File: src/rtl/sft_pkg.sv
package sft_pkg;

    typedef enum logic [1:0] {
        CLS_NEW   = 2'd0,
        CLS_NEXT  = 2'd1,
        CLS_RETRY = 2'd2
    } frame_cls_e;

    typedef struct packed {
        logic       running;
        logic       pending;
        frame_cls_e cls;
        logic       grant;
    } ctl_t;

    // Largest wait in half-bit ticks over all settings and frame classes.
    function automatic int half_max(int sel_w, int d_new, int d_next, int d_retry);
        int m;
        m = 2 * (2 ** sel_w - 1) - 1;
        if (2 * d_new   > m) m = 2 * d_new;
        if (2 * d_next  > m) m = 2 * d_next;
        if (2 * d_retry > m) m = 2 * d_retry;
        return m;
    endfunction

endpackage

File: src/rtl/sft_target.sv
module sft_target
    import sft_pkg::*;
#(
    parameter int SEL_W     = 3,
    parameter int CNT_W     = 4,
    parameter int DEF_NEW   = 7,
    parameter int DEF_NEXT  = 5,
    parameter int DEF_RETRY = 3
) (
    input  logic [SEL_W-1:0] sel,
    input  frame_cls_e       cls,
    output logic [CNT_W-1:0] tgt
);
    // Wait length in half-bit ticks.
    always_comb begin
        if (sel == '0) begin
            unique case (cls)
                CLS_RETRY: tgt = CNT_W'(2 * DEF_RETRY);
                CLS_NEXT:  tgt = CNT_W'(2 * DEF_NEXT);
                default:   tgt = CNT_W'(2 * DEF_NEW);
            endcase
        end else begin
            tgt = CNT_W'(2 * int'(sel) - 1);
        end
    end
endmodule

File: src/rtl/sft_halfcount.sv
module sft_halfcount #(
    parameter int CNT_W   = 4,
    parameter int CNT_MAX = 15
) (
    input  logic             clk,
    input  logic             rst_n,
    input  logic             clr,
    input  logic             run,
    input  logic             tick,
    input  logic             idle,
    output logic [CNT_W-1:0] cnt_nxt,
    output logic [CNT_W-1:0] cnt
);
    logic [CNT_W-1:0] cnt_d, cnt_q;

    always_comb begin
        cnt_d = cnt_q;
        if (clr || !idle) begin
            cnt_d = '0;
        end else if (run && tick && (cnt_q != CNT_W'(CNT_MAX))) begin
            cnt_d = cnt_q + 1'b1;
        end
    end

    always_ff @(posedge clk or negedge rst_n) begin
        if (!rst_n) cnt_q <= '0;
        else        cnt_q <= cnt_d;
    end

    assign cnt_nxt = cnt_d;
    assign cnt     = cnt_q;


    low_clears_chk: assert property (@(posedge clk) disable iff (!rst_n)
        !idle |=> (cnt_q == '0));


    no_wrap_chk: assert property (@(posedge clk) disable iff (!rst_n)
        (run && tick && idle && !clr && cnt_q == CNT_W'(CNT_MAX)) |=> (cnt_q == CNT_W'(CNT_MAX)));


    single_step_chk: assert property (@(posedge clk) disable iff (!rst_n)
        (!clr && idle && !tick) |=> $stable(cnt_q));
endmodule

File: src/rtl/sft_timer.sv
module sft_timer
    import sft_pkg::*;
#(
    parameter int SEL_W     = 3,
    parameter int DEF_NEW   = 7,
    parameter int DEF_NEXT  = 5,
    parameter int DEF_RETRY = 3
) (
    input  logic             clk,
    input  logic             rst_n,
    input  logic             half_tick,
    input  logic             line_idle,
    input  logic [SEL_W-1:0] sft_sel,
    input  logic             start_on_end,
    input  logic             som_req,
    input  logic             frame_retry,
    input  logic             frame_next,
    input  logic             tx_eom,
    input  logic             rx_eom,
    input  logic             tx_started,
    output logic             grant
);
    localparam int HALF_MAX = sft_pkg::half_max(SEL_W, DEF_NEW, DEF_NEXT, DEF_RETRY);
    localparam int CNT_W    = $clog2(HALF_MAX + 1);
    localparam int CNT_MAX  = (1 << CNT_W) - 1;

    ctl_t             ctl_d, ctl_q;
    logic             acc_req, restart, ack;
    frame_cls_e       req_cls;
    logic [CNT_W-1:0] cnt_nxt, cnt_q;
    logic [CNT_W-1:0] tgt_nxt, tgt_q;

    assign req_cls = frame_retry ? CLS_RETRY : (frame_next ? CLS_NEXT : CLS_NEW);
    assign acc_req = som_req && !ctl_q.pending;
    assign ack     = ctl_q.grant && tx_started;
    assign restart = start_on_end ? (tx_eom || rx_eom) : acc_req;

    sft_halfcount #(.CNT_W(CNT_W), .CNT_MAX(CNT_MAX)) u_count (
        .clk     (clk),
        .rst_n   (rst_n),
        .clr     (restart || ack),
        .run     (ctl_q.running),
        .tick    (half_tick),
        .idle    (line_idle),
        .cnt_nxt (cnt_nxt),
        .cnt     (cnt_q)
    );

    sft_target #(.SEL_W(SEL_W), .CNT_W(CNT_W), .DEF_NEW(DEF_NEW),
                 .DEF_NEXT(DEF_NEXT), .DEF_RETRY(DEF_RETRY)) u_tgt_nxt (
        .sel (sft_sel),
        .cls (ctl_d.cls),
        .tgt (tgt_nxt)
    );

    sft_target #(.SEL_W(SEL_W), .CNT_W(CNT_W), .DEF_NEW(DEF_NEW),
                 .DEF_NEXT(DEF_NEXT), .DEF_RETRY(DEF_RETRY)) u_tgt_cur (
        .sel (sft_sel),
        .cls (ctl_q.cls),
        .tgt (tgt_q)
    );

    always_comb begin
        ctl_d = ctl_q;
        if (acc_req) begin
            ctl_d.pending = 1'b1;
            ctl_d.cls     = req_cls;
        end
        if (restart) ctl_d.running = 1'b1;
        if (ack) begin
            ctl_d.pending = 1'b0;
            ctl_d.running = 1'b0;
        end
        if (ctl_q.grant) begin
            ctl_d.grant = !ack;
        end else begin
            ctl_d.grant = ctl_d.pending && ctl_d.running && (cnt_nxt >= tgt_nxt);
        end
    end

    always_ff @(posedge clk or negedge rst_n) begin
        if (!rst_n) begin
            ctl_q.running <= 1'b1;
            ctl_q.pending <= 1'b0;
            ctl_q.cls     <= CLS_NEW;
            ctl_q.grant   <= 1'b0;
        end else begin
            ctl_q <= ctl_d;
        end
    end

    assign grant = ctl_q.grant;


    grant_hold_chk: assert property (@(posedge clk) disable iff (!rst_n)
        (grant && !tx_started) |=> grant);


    grant_drop_chk: assert property (@(posedge clk) disable iff (!rst_n)
        (grant && tx_started) |=> !grant);


    grant_wait_chk: assert property (@(posedge clk) disable iff (!rst_n)
        ($rose(grant) && $stable(sft_sel)) |-> (cnt_q >= tgt_q));


    grant_pending_chk: assert property (@(posedge clk) disable iff (!rst_n)
        grant |-> ctl_q.pending);


    class_stable_chk: assert property (@(posedge clk) disable iff (!rst_n)
        (ctl_q.pending && !ack) |=> $stable(ctl_q.cls));
endmodule

File: config.mk
export PLATFORM = sky130hd
export DESIGN_NAME = sft_timer
export DESIGN_NICKNAME = d
export VERILOG_FILES = /design/src/rtl/sft_pkg.sv /design/src/rtl/sft_target.sv /design/src/rtl/sft_halfcount.sv /design/src/rtl/sft_timer.sv
export SDC_FILE = /design/constraint.sdc
export NUM_CORES = 1
export LEC_CHECK = 0
export ABC_AREA = 1
export BUFFER_PORTS_ARGS = -buffer_cell sky130_fd_sc_hd__buf_4
export CAP_MARGIN = 20
export CORE_MARGIN = 2
export CORE_UTILIZATION = 50
export DETAILED_ROUTE_END_ITERATION = 6
export PLACE_DENSITY = 0.86
export SYNTH_ARGS = -nofsm -noshare
export SYNTH_HDL_FRONTEND = slang
export SYNTH_SLANG_ARGS = --single-unit
File: constraint.sdc
create_clock -name clk -period 2.1 [get_ports clk]
set_input_delay 0.21 -clock clk [delete_from_list [all_inputs] [get_ports clk]]
set_output_delay 0.21 -clock clk [all_outputs]
set_load 0.01 [all_outputs]
======== After elaboration in Yosys (flattened, before gate mapping) ========
Index checks and enable logic that the tools add are counted.
Widths: inputs -> output; s select.
storage, ports and cells
  register bits ........................... 9
  input bits .............................. 14
  output and inout port bits .............. 1
  word-level logic and storage cells ...... 35
cells by class
  $add $sub $neg .......................... 2
  $lt $le $gt $ge ......................... 1
  equal/unequal tests ..................... 3
  mux-type cells .......................... 11
  reduce and logical (&&, ||, !) cells .... 13
operator list
  cell                 number
  $mux 4               3
  $pmux 4 s2           1
  $logic_and 1x1->1    6
  $add 4x1->4 const B  1
  $ge 4x4->1           1
  $mux 1               4
  $mux 2               2
  $ne 4x4->1 const B   1
  $sub 4x1->4 const B  1
  $logic_not 1->1      3
  $logic_not 3->1      1
  $logic_or 1x1->1     3
  $mux 3               1
  $eq 2x1->1 const B   1
  $eq 2x2->1 const B   1

======== Depth between registers and ports, before layout ========
  word-level depth ........................ 9
  gate-level depth with buffers ........... 14
  gate-level depth less buffers ........... 14

======== Cells and area by module ========
From an unflattened synthesis, not the netlist that was laid out.
unflattened totals
  cell total of the unflattened synthesis .. 95
  area, all modules ....................... 688.2 µm²
by module, submodules not included
  module         times used  cells an instance  area an instance (µm²)  seq. area each (µm²)
  sft_timer      1           43                 340.3                   126.4
  sft_halfcount  1           32                 241.5                   100.1
  sft_target     1           20                 106.4                   0.0

======== Worst setup path before layout ========
Ideal clock, no wire load.
  path type ............................... reg2reg
  from .................................... register u_count.cnt_q[0], in the netlist u_count.cnt[0]
  to ...................................... register grant (netlist name)
  library setup time ...................... 0.117 ns
  arrival time ............................ 1.701 ns
  required time ........................... 1.983 ns
  path slack .............................. 0.282 ns
  stages on the path, launching flop included .. 14
  path buffers ............................ 0
  cells stage by stage .................... dfrtp_1 ha_1 nand3_1 nand3_2 inv_2 nand3_1 a21oi_1 ha_1 nand2_1 inv_1 nand3_1 nand3_1 nand3_1 nand2_1
RTL lines
  item                      RTL line             source
  start: declaration        sft_halfcount.sv:14  logic [CNT_W-1:0] cnt_d, cnt_q;
  start signal: assignment  sft_halfcount.sv:27  else cnt_q <= cnt_d;

==> results.md <==
Pwr:
- The worst voltage drop across the vdd grid is ~510 uV.
- The relative contribution of sequential cells to total power is 41.8%.
- Per report_power, the clock group accounts for between 20% and 30% of the total.
- Net switching is between 30% and 40% of the power.
- The power per unit of standard cell area is 707 nW/um2.
- The cell-internal power is between 0.3 and 0.4 mW.
- Summed over all nets, the switching power comes to 0.200 mW.
- The share of power burned in combinational logic is 35.2%.
- The leakage dissipation is 0.443 nW.

Placed design:
- Timing analysis after detailed placement gives a worst setup slack of 0.0933 ns.
- The number of port buffers is 14.
- Summed over all nets, the half-perimeter wirelength after detailed placement is 915 um.
- At the end of routability-driven placement, the weighted congestion stood at around 0.73.

Final layout:
- The number of nets in the final layout is between 100 and 150.
- The post-layout utilization of the core is 70.6%.
- The area growth from synthesis to layout is 25.6%.
- In the final layout, the multi-input gates occupy 370 um2.
- The register area is 226 um2.
- The number of fill cells is between 90 and 100.
- The post-route netlist has around 29% of its cells at a drive strength greater than 1.
- 0 antenna diodes ended up in the layout.

Global routing:
- The number of antenna violations at the first check in global routing is 0.
- The number of global-route vias before repair came to 472.
- The largest net degree at the start of global routing is 10.
- Global routing used a little under a fifth of the available tracks across all layers.
- Global routing used 19.3% of the available met1 tracks.
- The first-pass GRT wire length is 1850 um.
- For this run the aggregate overflow at the end of global routing stands at 0.
- In the global route stage, met3 resource usage came out at 6.67%.
- met2 is the most crowded layer.
- The global-route track usage on met2 is between 30% and 40%.

Routing:
- Wires add up to 1100 um.
- The total DRC errors in the routed layout is 0.
- The routed layout has 558 vias.
- The first-pass detailed-route iteration total is 4.
- The first-iteration detailed-routing DRC count is 7.
- The detailed-route wire length per cell is 9.44 um.
- The number of vias per cell is 4.77.
- The remaining antenna violation count after routing is 0.

Timing:
- The actual transition at the worst max-transition pin is between 0.2 and 0.3 ns.
- The routed design could run at a clock period as short as between 1.5 and 2 ns.
- The final number of max-transition violations is 0.
- The number of failing setup endpoints in the final timing report is 0.
- The final number of hold-violating endpoints is 0.
- The worst path uses 93.2% of the clock period.
- Static timing analysis puts the maximum clock frequency at 511 MHz.
- The worst clock skew is 0.00321 ns.
- The worst relative slew slack is 82.9%.
- Across all setup checks in the final design, the least slack found is 0.142 ns.
- Setup total negative slack on the finished layout was measured at 0 ns.

Critical path:
- The type of the worst setup path is reg2reg.
- At the worst endpoint, the arrival time is approximately 2.1 ns.
- The worst setup path is captured at a register.
- Along the worst path, the maximum fanout reaches 5.
- The endpoint required time on the critical path is 2.26 ns.
- The kind of launch point of the worst setup path is a register.

Run status:
- The flow ran to the end, and the final reports show no timing, DRC or antenna violations.

Floorplanning:
- The floorplan has 12 rows.
- The number of top-level pins is 15.
- The die span in y is 40.0 um.
- The core area is 1160 um2.
- The die boundary width is 40.0 um.
- The area enclosed by the die boundary is 1600 um2.
- The starting density of the core is 56.2%.

Logic synthesis:
- The number of cells produced by synthesis is 84.
- The synthesized design contains 9 register bits.
- The Yosys step of the flow raised 0 warnings.
- The area fraction of the dominant cell type after synthesis is 30.8%.
- The netlist uses 20 different library cells.
- In the post-synthesis netlist, the biggest area contributors are sky130_fd_sc_hd__dfrtp_1 (31%), sky130_fd_sc_hd__ha_1 (13%), sky130_fd_sc_hd__nand2_1 (13%), sky130_fd_sc_hd__inv_1 (8.1%), sky130_fd_sc_hd__nand3_1 (4.6%).
- The total nets after synthesis is 105.
- The post-synth design cell area is between 600 and 700 um2.
- The synthesized design spends more area on one cell type than any other, namely sky130_fd_sc_hd__dfrtp_1.
- The fraction of the yosys area taken by sequential cells is 34.9%.
- The mean cell area of the mapped netlist is just under 8 um2.

Worst hold path:
- The path class of the lowest-slack min-delay path is in2reg.

Clock network:
- The maximum buffer depth of the clock tree is 2.
- The clock tree from TritonCTS is built.
- In this run, CTS created clock tree buffers numbering 3.
- Clock latency on the worst-skew pair, taken at its later pin, is 0.26 ns.
- The clock sink total is 9.
- The tree is rooted in a sky130_fd_sc_hd__clkbuf_4.
- The number of buffers inserted by post-CTS setup repair is 0.
- CTS built an H-tree with a depth of 1.
- Clock-pin slew was measured on the worst setup and hold paths at 0.06 ns.

Job:
- Max-cap violations in this run came to 0.
routing by layer:
layer | routed length, um | vias to the layer above
met5 | 0 | -
met4 | 21 | 0
met3 | 48 | 4
met2 | 548 | 11
met1 | 485 | 237
li1 | - | 306
synthesized netlist by cell type:
library cell and n:
sky130_fd_sc_hd__nand2_1 22, sky130_fd_sc_hd__inv_1 14, sky130_fd_sc_hd__dfrtp_1 8, sky130_fd_sc_hd__ha_1 7, sky130_fd_sc_hd__nand3_1 6, sky130_fd_sc_hd__a21oi_1 5, sky130_fd_sc_hd__nand2_2 3, sky130_fd_sc_hd__nor2_1 3
sky130_fd_sc_hd__o21ai_0 3, sky130_fd_sc_hd__inv_2 2, sky130_fd_sc_hd__o21ai_1 2, sky130_fd_sc_hd__a21boi_0 1, sky130_fd_sc_hd__dfstp_2 1, sky130_fd_sc_hd__nand2_4 1, sky130_fd_sc_hd__nand3_2 1, sky130_fd_sc_hd__nand3_4 1
sky130_fd_sc_hd__nor2_4 1, sky130_fd_sc_hd__o21ai_2 1, sky130_fd_sc_hd__o21bai_1 1, sky130_fd_sc_hd__xnor2_1 1
placed cells by master, fill, tap and decap left out, drive strengths merged:
master / n
nand2: 26
o21ai: 6
dlygate4sd3: 1
o21bai: 1
ha: 7
nor2: 4
nand3: 8
clkbuf: 4
dfstp: 1
a21boi: 1
inv: 16
buf: 14
dfrtp: 8
a21oi: 5
xnor2: 1
path summary, 6_finish.rpt:
| kind | start | to | slack [ns] | cells past startpoint |
|---|---|---|---|---|
| setup / recovery | u_count.cnt[0]$_DFF_PN0_ | grant$_DFF_PN0_ | 0.14 | 13 |
| hold / removal | frame_next | ctl_q[1]$_DFF_PN0_ | 0.24 | 3 |
| setup reg to reg | u_count.cnt[0]$_DFF_PN0_ | grant$_DFF_PN0_ | 0.14 | 13 |
| hold reg to reg | ctl_q[2]$_DFF_PN0_ | ctl_q[2]$_DFF_PN0_ | 0.49 | 2 |
| max in group asynchronous | rst_n | ctl_q[4]$_DFF_PN1_ | 1.59 | 2 |
| min in group asynchronous | rst_n | ctl_q[1]$_DFF_PN0_ | 0.30 | 2 |
critical path, cell delays in order, from the launching register on:
cell	delay (ns)
sky130_fd_sc_hd__dfrtp_1	0.41
sky130_fd_sc_hd__ha_1	0.24
sky130_fd_sc_hd__nand3_1	0.10
sky130_fd_sc_hd__nand3_2	0.10
sky130_fd_sc_hd__inv_2	0.11
sky130_fd_sc_hd__nand2_1	0.05
sky130_fd_sc_hd__a21oi_1	0.19
sky130_fd_sc_hd__ha_1	0.28
sky130_fd_sc_hd__inv_1	0.06
sky130_fd_sc_hd__o21bai_1	0.05
sky130_fd_sc_hd__nand2_1	0.06
sky130_fd_sc_hd__nand3_1	0.07
sky130_fd_sc_hd__nand3_1	0.09
sky130_fd_sc_hd__nand2_1	0.05
power by group through the flow:
stage / Combinational, mW / Clock [mW] / Sequential, mW
3_5_place_dp: 0.203 / 0 / 0.244
2_1_floorplan: 0.139 / 0 / 0.244
3_3_place_gp: 0.197 / 0 / 0.244
5_1_grt: 0.232 / 0.148 / 0.246
6_report: 0.203 / 0.133 / 0.241
4_1_cts: 0.204 / 0.140 / 0.241
final cells by class:
cell class                      count  area share, %
Inverter                           16           7.36
Tap cell                           14           2.15
Sequential cell                     9           27.8
Timing Repair Buffer               15           14.1
Multi-Input combinational cell     59           45.4
Clock buffer                        4           3.22
state kept, by name, indices dropped and copies added, names as in the netlist:
name and cells:
ctl_q 4, u_count.cnt 4, grant 1
logic make-up (layout without fill, tap and decap cells):
| kind of cell | count (synthesis) | in the layout | synth area share, % |
|---|---|---|---|
| adders and majority gates | 7 | 7 | 13.5 |
| xor gates and xnor gates | 1 | 1 | 1.35 |
| AOI/OAI and AO/OA | 13 | 13 | 11.4 |
| DFF | 9 | 9 | 34.9 |
| and+or+nand+nor | 38 | 38 | 29.7 |
| buffers and inverters | 16 | 35 | 9.25 |
timing repair:
action,in CTS,in global routing
hold buffers,1,0
endpoints found under the setup margin,0,1
hold endpoints to repair,9,0
gates resized for setup,0,2
metrics by stage:
| step | instance area (um2) | hold slack (ns) | instances | power [mW] |
|---|---|---|---|---|
| global placement | 772 | 0.0386 | 112 | 0.440 |
| finish | 816 | 0.241 | 117 | 0.576 |
| floorplan | 649 | -0.0856 | 84 | 0.384 |
| detailed placement | 772 | 0.0369 | 112 | 0.447 |
| global route | 816 | 0.248 | 117 | 0.626 |
| CTS | 808 | 0.228 | 117 | 0.585 |
Power figures use the tool's default switching activity.
